--- config.mk ---
export PLATFORM = sky130hd
export DESIGN_NAME = tmr_channel
export DESIGN_NICKNAME = d
export VERILOG_FILES = /design/src/rtl/tmr_pkg.sv /design/src/rtl/tmr_prescaler.sv /design/src/rtl/tmr_counter.sv /design/src/rtl/tmr_irq.sv /design/src/rtl/tmr_channel.sv
export SDC_FILE = /design/constraint.sdc
export NUM_CORES = 1
export LEC_CHECK = 0
export CAP_MARGIN = 20
export CORE_AREA = 8 8 118 120
export CTS_CLUSTER_DIAMETER = 40
export DETAILED_ROUTE_END_ITERATION = 10
export DIE_AREA = 0 0 126 128
export PLACE_DENSITY = 0.81
export SLEW_MARGIN = 20
export SYNTH_ARGS = -nofsm -noshare
export SYNTH_HDL_FRONTEND = slang
export SYNTH_SLANG_ARGS = --single-unit
--- constraint.sdc ---
create_clock -name clk_i -period 5.1 [get_ports clk_i]
set_clock_uncertainty 0.05 [all_clocks]
set_input_delay 1.02 -clock clk_i [delete_from_list [all_inputs] [get_ports clk_i]]
set_output_delay 1.02 -clock clk_i [all_outputs]
set_load 0.05 [all_outputs]
--- src/rtl/tmr_pkg.sv ---
package tmr_pkg;
  localparam int DATA_W = 32;
  localparam logic [1:0] SEL_LIMIT = 2'd0;
  localparam logic [1:0] SEL_COUNT = 2'd1;
  localparam logic [1:0] SEL_CTRL  = 2'd2;
  localparam logic [1:0] SEL_IRQ   = 2'd3;
  localparam int RUN_BIT  = 28;
  localparam int RPT_BIT  = 24;
  localparam int PEND_BIT = 16;
  localparam int IE_BIT   = 20;
endpackage

--- src/rtl/tmr_prescaler.sv ---
module tmr_prescaler #(
  parameter int DIV_W = 16
) (
  input  logic             clk_i,
  input  logic             rst_ni,
  input  logic             run_i,
  input  logic             clr_i,
  input  logic [DIV_W-1:0] div_i,
  output logic             tick_o
);
  logic [DIV_W-1:0] div_eff, ps_q;

  // divider below 2 is clamped to 2
  assign div_eff = (div_i < DIV_W'(2)) ? DIV_W'(2) : div_i;
  assign tick_o  = run_i && !clr_i && (ps_q == div_eff - DIV_W'(1));

  always_ff @(posedge clk_i or negedge rst_ni) begin
    if (!rst_ni)                ps_q <= '0;
    else if (clr_i || !run_i)   ps_q <= '0;
    else if (tick_o)            ps_q <= '0;
    else                        ps_q <= ps_q + DIV_W'(1);
  end

  assert_tick_gap_R3: assert property (@(posedge clk_i) disable iff (!rst_ni)
    tick_o |=> !tick_o);
endmodule

--- src/rtl/tmr_counter.sv ---
module tmr_counter #(
  parameter int CNT_W = 28,
  parameter int DIV_W = 16
) (
  input  logic             clk_i,
  input  logic             rst_ni,
  input  logic             ctrl_we_i,
  input  logic             run_wr_i,
  input  logic             rpt_wr_i,
  input  logic [DIV_W-1:0] div_wr_i,
  input  logic             cnt_we_i,
  input  logic [CNT_W-1:0] cnt_wr_i,
  input  logic [CNT_W-1:0] limit_i,
  output logic             run_o,
  output logic             rpt_o,
  output logic [DIV_W-1:0] div_o,
  output logic [CNT_W-1:0] cnt_o,
  output logic             event_o
);
  logic run_q, rpt_q, tick;
  logic [DIV_W-1:0] div_q;
  logic [CNT_W-1:0] cnt_q, cnt_nxt;

  tmr_prescaler #(.DIV_W(DIV_W)) u_ps (
    .clk_i (clk_i),
    .rst_ni(rst_ni),
    .run_i (run_q),
    .clr_i (ctrl_we_i || cnt_we_i),
    .div_i (div_q),
    .tick_o(tick)
  );

  assign cnt_nxt = cnt_q + CNT_W'(1);
  assign event_o = tick && (cnt_nxt == limit_i);

  always_ff @(posedge clk_i or negedge rst_ni) begin
    if (!rst_ni) begin
      run_q <= 1'b0;
      rpt_q <= 1'b0;
      div_q <= '0;
    end else if (ctrl_we_i) begin
      run_q <= run_wr_i;
      rpt_q <= rpt_wr_i;
      div_q <= div_wr_i;
    end else if (event_o && !rpt_q) begin
      run_q <= 1'b0;
    end
  end

  always_ff @(posedge clk_i or negedge rst_ni) begin
    if (!rst_ni)       cnt_q <= '0;
    else if (cnt_we_i) cnt_q <= cnt_wr_i;
    else if (event_o)  cnt_q <= '0;
    else if (tick)     cnt_q <= cnt_nxt;
  end

  assign run_o = run_q;
  assign rpt_o = rpt_q;
  assign div_o = div_q;
  assign cnt_o = cnt_q;

  assert_oneshot_stop_R4: assert property (@(posedge clk_i) disable iff (!rst_ni)
    (event_o && !rpt_q) |=> !run_q);
  assert_wrap_zero_R2: assert property (@(posedge clk_i) disable iff (!rst_ni)
    (event_o && !cnt_we_i) |=> (cnt_q == '0));
  assert_repeat_keep_R5: assert property (@(posedge clk_i) disable iff (!rst_ni)
    (event_o && rpt_q && !ctrl_we_i) |=> run_q);
  assert_halt_hold_R9: assert property (@(posedge clk_i) disable iff (!rst_ni)
    (!run_q && !cnt_we_i) |=> $stable(cnt_q));
endmodule

--- src/rtl/tmr_irq.sv ---
module tmr_irq (
  input  logic clk_i,
  input  logic rst_ni,
  input  logic we_i,
  input  logic clr_i,
  input  logic ie_wr_i,
  input  logic event_i,
  output logic pend_o,
  output logic ie_o,
  output logic irq_o
);
  logic pend_q, ie_q;

  always_ff @(posedge clk_i or negedge rst_ni) begin
    if (!rst_ni) begin
      pend_q <= 1'b0;
      ie_q   <= 1'b0;
    end else begin
      if (we_i) ie_q <= ie_wr_i;
      // a new event outranks a same-cycle clear
      if (event_i)            pend_q <= 1'b1;
      else if (we_i && clr_i) pend_q <= 1'b0;
    end
  end

  assign pend_o = pend_q;
  assign ie_o   = ie_q;
  assign irq_o  = pend_q & ie_q;

  assert_event_wins_R8: assert property (@(posedge clk_i) disable iff (!rst_ni)
    event_i |=> pend_q);
  assert_pend_sticky_R7: assert property (@(posedge clk_i) disable iff (!rst_ni)
    (pend_q && !(we_i && clr_i)) |=> pend_q);
  assert_irq_mask_R6: assert property (@(posedge clk_i) disable iff (!rst_ni)
    (!ie_q && !we_i) |=> !irq_o);
endmodule

--- src/rtl/tmr_channel.sv ---
module tmr_channel
  import tmr_pkg::*;
#(
  parameter int CNT_W  = 28,
  parameter int DIV_W  = 16,
  parameter int ADDR_W = 4
) (
  input  logic              clk_i,
  input  logic              rst_ni,
  input  logic              req_i,
  input  logic              we_i,
  input  logic [ADDR_W-1:0] addr_i,
  input  logic [DATA_W-1:0] wdata_i,
  output logic [DATA_W-1:0] rdata_o,
  output logic              irq_o
);
  logic [1:0] sel;
  logic wr_limit, wr_count, wr_ctrl, wr_irq;
  logic [CNT_W-1:0] limit_q, cnt;
  logic [DIV_W-1:0] div;
  logic run, rpt, evt, pend, ie;

  assign sel      = addr_i[3:2];
  assign wr_limit = req_i && we_i && (sel == SEL_LIMIT);
  assign wr_count = req_i && we_i && (sel == SEL_COUNT);
  assign wr_ctrl  = req_i && we_i && (sel == SEL_CTRL);
  assign wr_irq   = req_i && we_i && (sel == SEL_IRQ);

  always_ff @(posedge clk_i or negedge rst_ni) begin
    if (!rst_ni)       limit_q <= '0;
    else if (wr_limit) limit_q <= wdata_i[CNT_W-1:0];
  end

  tmr_counter #(.CNT_W(CNT_W), .DIV_W(DIV_W)) u_cnt (
    .clk_i    (clk_i),
    .rst_ni   (rst_ni),
    .ctrl_we_i(wr_ctrl),
    .run_wr_i (wdata_i[RUN_BIT]),
    .rpt_wr_i (wdata_i[RPT_BIT]),
    .div_wr_i (wdata_i[DIV_W-1:0]),
    .cnt_we_i (wr_count),
    .cnt_wr_i (wdata_i[CNT_W-1:0]),
    .limit_i  (limit_q),
    .run_o    (run),
    .rpt_o    (rpt),
    .div_o    (div),
    .cnt_o    (cnt),
    .event_o  (evt)
  );

  tmr_irq u_irq (
    .clk_i  (clk_i),
    .rst_ni (rst_ni),
    .we_i   (wr_irq),
    .clr_i  (wdata_i[PEND_BIT]),
    .ie_wr_i(wdata_i[IE_BIT]),
    .event_i(evt),
    .pend_o (pend),
    .ie_o   (ie),
    .irq_o  (irq_o)
  );

  always_comb begin
    rdata_o = '0;
    unique case (sel)
      SEL_LIMIT: rdata_o[CNT_W-1:0] = limit_q;
      SEL_COUNT: rdata_o[CNT_W-1:0] = cnt;
      SEL_CTRL: begin
        rdata_o[RUN_BIT]     = run;
        rdata_o[RPT_BIT]     = rpt;
        rdata_o[DIV_W-1:0]   = div;
      end
      default: begin
        rdata_o[PEND_BIT] = pend;
        rdata_o[IE_BIT]   = ie;
      end
    endcase
  end

  assert_irq_needs_pend_R6: assert property (@(posedge clk_i) disable iff (!rst_ni)
    irq_o |-> (pend && ie));
endmodule

==> reports/results.env <==
STATUS='complete, no violations'
DPL.HPWL_UM=14000
DRIVE_ABOVE_1_SHARE=0.170
CLOCKPOWERSHARE=0.272
CELL_INTERNAL_PWR_mW=1.80
FINAL_MIN_PERIOD_OVER_CLOCK_PERIOD=0.943
TRITONCTS_BUFFER_COUNT=9
FINALMAXSLEWVIOLATIONS=0
CTS_ROOT_BUF='clkbuf_16'
LAYOUT.CELLS.NON_FILLER=944
GRT_ANTENNA_BEFORE_REPAIR=0
SYNTH-SEQ-CELLS=92
SETUP_VIOL_COUNT_FINAL=0
SYNTH_ASYNC_SR_FLOP_SHARE=1.00
GRT_OVERFLOW_TOTAL=0
TIMING.FINAL.CRIT_PERIOD_NS=4.81
CTS-HTREE-LEVELS=3
DETAIL_ROUTE.FIRST_PASS.ITERATIONS=5
DETAIL_ROUTED_NET_LENGTH_PER_STANDARD_CELL_UM=20.9
GRT_SETUP_UNREPAIRED='false'
DRT-INITIAL-DRC-COUNT=531
NETLIST_INSTANCES=763
PORT-BUFFER-COUNT=64
GLOBALROUTETOTALUTIL=0.250
WORSTSETUPENDPOINTTYPE='flip-flop'
DRC=0
MET2ROUTEDLENGTH_UM=9290
CRITICAL_PATH.MAX_STAGE_DELAY_NS=0.64
FINAL_COMMON_CELL='nand2_1'
CELLLEAKAGEPOWER_nW=3.22
DRT.ANTENNA.VIOLATING_NETS=0
WORST_PATH_DOMINANT_CELL_FAMILY='simple AND/OR/NAND/NOR gates'
P_SWITCHING_mW=1.04
INITIAL_CORE_UTIL=0.562
DRV_CAP=0
SEQUENTIAL_SHARE_OF_POWER=0.375
CTS_TREE='yes'
DESIGN.PORTCOUNT=73
SYN_AREA_UM2=6860
AREA_ENCLOSED_BY_THE_DIE_BOUNDARY_UM2=16100
NUMBER_OF_GLOBAL_ROUTE_VIAS_BEFORE_REPAIR=6056
CTSLONGESTPATHBUFFERS=2
ROUTE.LAYER.MET1.WL_UM=8750
SLEW_HEADROOM=0.240
PLACE_INST=926
MULTI_INPUT_COMB_AREA_UM2=4170
CTS_HOLD_BUFFERS=0
SLOWEST_STAGE='or4_1'
VDD_IR_DROP_MAX_mV=0.195
WORST_SKEW_PAIR.LATE_LATENCY_NS=0.36
NETSWITCHINGFRACTION=0.366
WORST_PIN_SLEW_NS=1.14
CLOCK_SINK_COUNT=92
SYNTH_CELL_TYPES=72
YS_DOMINANT_REG_CELL='dfrtp_1'
HP-CLASS='reg2reg'
DIE_HEIGHT_UM=128
FMAX_MHz=208
REPORT.FINAL.HOLD_VIOL_COUNT=0
GRT_MAX_DEGREE=63
PATH_MAX_FANOUT=38
AVGSYNTHCELLAREA_UM2=8.99
POWER.DENSITY_nW_PER_UM2=355
GP_CONGESTION=0.921
FIN_WORST_HOLD_SLACK_NS=0.482
WORST-PATH-BUF-INV=1
FILLER_CELL_COUNT=1004
TIMING.HOLD.WORST.START='u_cnt.rpt_o$_DFFE_PN0P_'
SEQ_AREA_UM2=2300
POWER_FRAC_COMB=0.353
CRITPATHREQUIREDTIME_NS=5.28
ROWS=41
N_ANTENNA_CELL=0
DRT-TOTAL-WL_UM=19700
ROUTED.TOP_LAYER='met4'
CORE_UM2=12200
SYNTH_SEQ_AREA_SHARE=0.336
CRIT-REG2REG-LAUNCH='u_cnt.div_o[1]$_DFFE_PN0P_'
SYNTH_ENABLE_FLOP_CELLS=0
DR_TOTAL_VIAS=6104
CRIT_ARRIVAL_NS=4.99
LAYOUT.CELLS.MOST_COMMON_LIST='nand2_1, dfrtp_1, nor2_1'
NNETSFINAL=833
WORSTPATHCELLLIST='or4_1, nand2b_1, o21ai_0, ha_1, or4b_4, or3_1, a2111oi_2, nand4_1, a2111o_1, nor2_4, buf_12, a2bb2oi_1, nand2_1'
TNS_NS=0
ROUTE.MET3.WL_UM=1190
STARTPOINT_TYPE='flip-flop'
DIE_WIDTH_UM=126
AREA_GROWTH_PCT=16.8
SYNTH.YOSYS.WARNINGS=0
CLKTRANSATPATHREGS_NS=0.07
WORST-SETUP-PATH-TYPE='reg2reg'
ROUTE.DETAILED.VIAS_PER_INST=6.47
TIMING.CRITICAL_PATH.FROM='u_cnt.div_o[1]$_DFFE_PN0P_'
WIRE_LENGTH_OF_THE_FIRST_GLOBAL_ROUTING_PASS_UM=32200
## synth_stat cells, types with 7 or more instances
cell,count,share of area
o221ai_2,12,0.026
xnor2_1,42,0.054
inv_1,14,0.0077
and3_1,8,0.0073
o31a_1,7,0.0089
or4_1,10,0.011
nor3_1,17,0.012
buf_2,16,0.012
mux2i_1,29,0.042
a2bb2oi_1,10,0.013
nor2b_1,9,0.0082
clkbuf_1,36,0.020
dfrtp_1,92,0.34
buf_6,8,0.013
nor4_1,8,0.0073
nor2_1,65,0.036
and2_1,14,0.013
o221ai_1,11,0.014
a2bb2oi_2,11,0.024
mux2_2,45,0.074
nand2_1,95,0.052
nand3_1,31,0.023
o21ai_0,32,0.023
nand4_1,17,0.016
o211ai_1,7,0.0077
xor2_1,20,0.026
## layer usage
metal,GRT usage,vias up
li1,-,2813
met1,0.321,3003
met2,0.406,240
met3,0.0487,48
met4,0.103,0
met5,0,-
## what timing repair did
| action | in CTS | in global routing |
|---|---|---|
| resized for setup | 0 | 1 |
| endpoints found under the hold margin | 0 | 0 |
| endpoints found under the setup margin | 0 | 17 |
| setup buffers | 0 | 3 |
## through the flow
stage	util	area (um2)	setup slack, ns	total power [mW]
final	0.656	8010	0.293	2.85
after global routing	0.656	8010	0.0393	2.98
after CTS	0.654	7990	0.0996	2.84
after detailed placement	0.627	7650	0.128	2.07
after global placement	0.627	7650	0.283	2.04
after floorplan	-	6870	0.903	1.72
## flip-flops by register name, summed over array words and instances, names as in the netlist
name	flops
limit_q	28
u_cnt.cnt_o	28
u_cnt.div_o	16
u_cnt.u_ps.ps_q	16
u_cnt.rpt_o	1
u_cnt.run_o	1
u_irq.ie_o	1
u_irq.pend_o	1
## cells by family (layout without fill, tap and decap cells)
logic type,Yosys count,in the layout,synth area share
other cells,1,3,0.000547
buf+inv,83,112,0.0604
mux,74,74,0.116
xor+xnor,62,62,0.0792
simple gates,307,307,0.229
fa+ha+maj,3,3,0.00547
compound gates,141,141,0.174
flops,92,92,0.336
## final timing paths
| check | end | slack [ns] | cells after the start |
|---|---|---|---|
| worst max-delay path | u_cnt.cnt_o[15]$_DFFE_PN0P_ | 0.29 | 13 |
| worst min-delay path | u_cnt.rpt_o$_DFFE_PN0P_ | 0.48 | 1 |
| worst max register to register | u_cnt.cnt_o[15]$_DFFE_PN0P_ | 0.29 | 13 |
| worst min register to register | u_cnt.rpt_o$_DFFE_PN0P_ | 0.48 | 1 |
| max in group asynchronous | u_cnt.u_ps.ps_q[7]$_DFF_PN0_ | 3.31 | 2 |
| min in group asynchronous | u_cnt.u_ps.ps_q[9]$_DFF_PN0_ | 0.70 | 1 |
## final cells by class
| class | instances | share of cell area |
|---|---|---|
| repair buffers | 83 | 0.121 |
| clock inverters | 4 | 0.0123 |
| inverters | 14 | 0.00656 |
| multi-input cells | 590 | 0.521 |
| well taps | 150 | 0.0234 |
| clock buffers | 11 | 0.0290 |
| flip-flops and latches | 92 | 0.287 |
## power groups by stage
stage	Clock, mW	Combinational [mW]	Sequential (mW)
floorplan	0	0.759	0.959
global placement	0	0.974	1.06
detailed placement	0	0.996	1.07
CTS	0.780	1.00	1.06
global route	0.808	1.08	1.09
finish	0.774	1.01	1.07
Note: power is estimated with default switching activity, not from simulation.
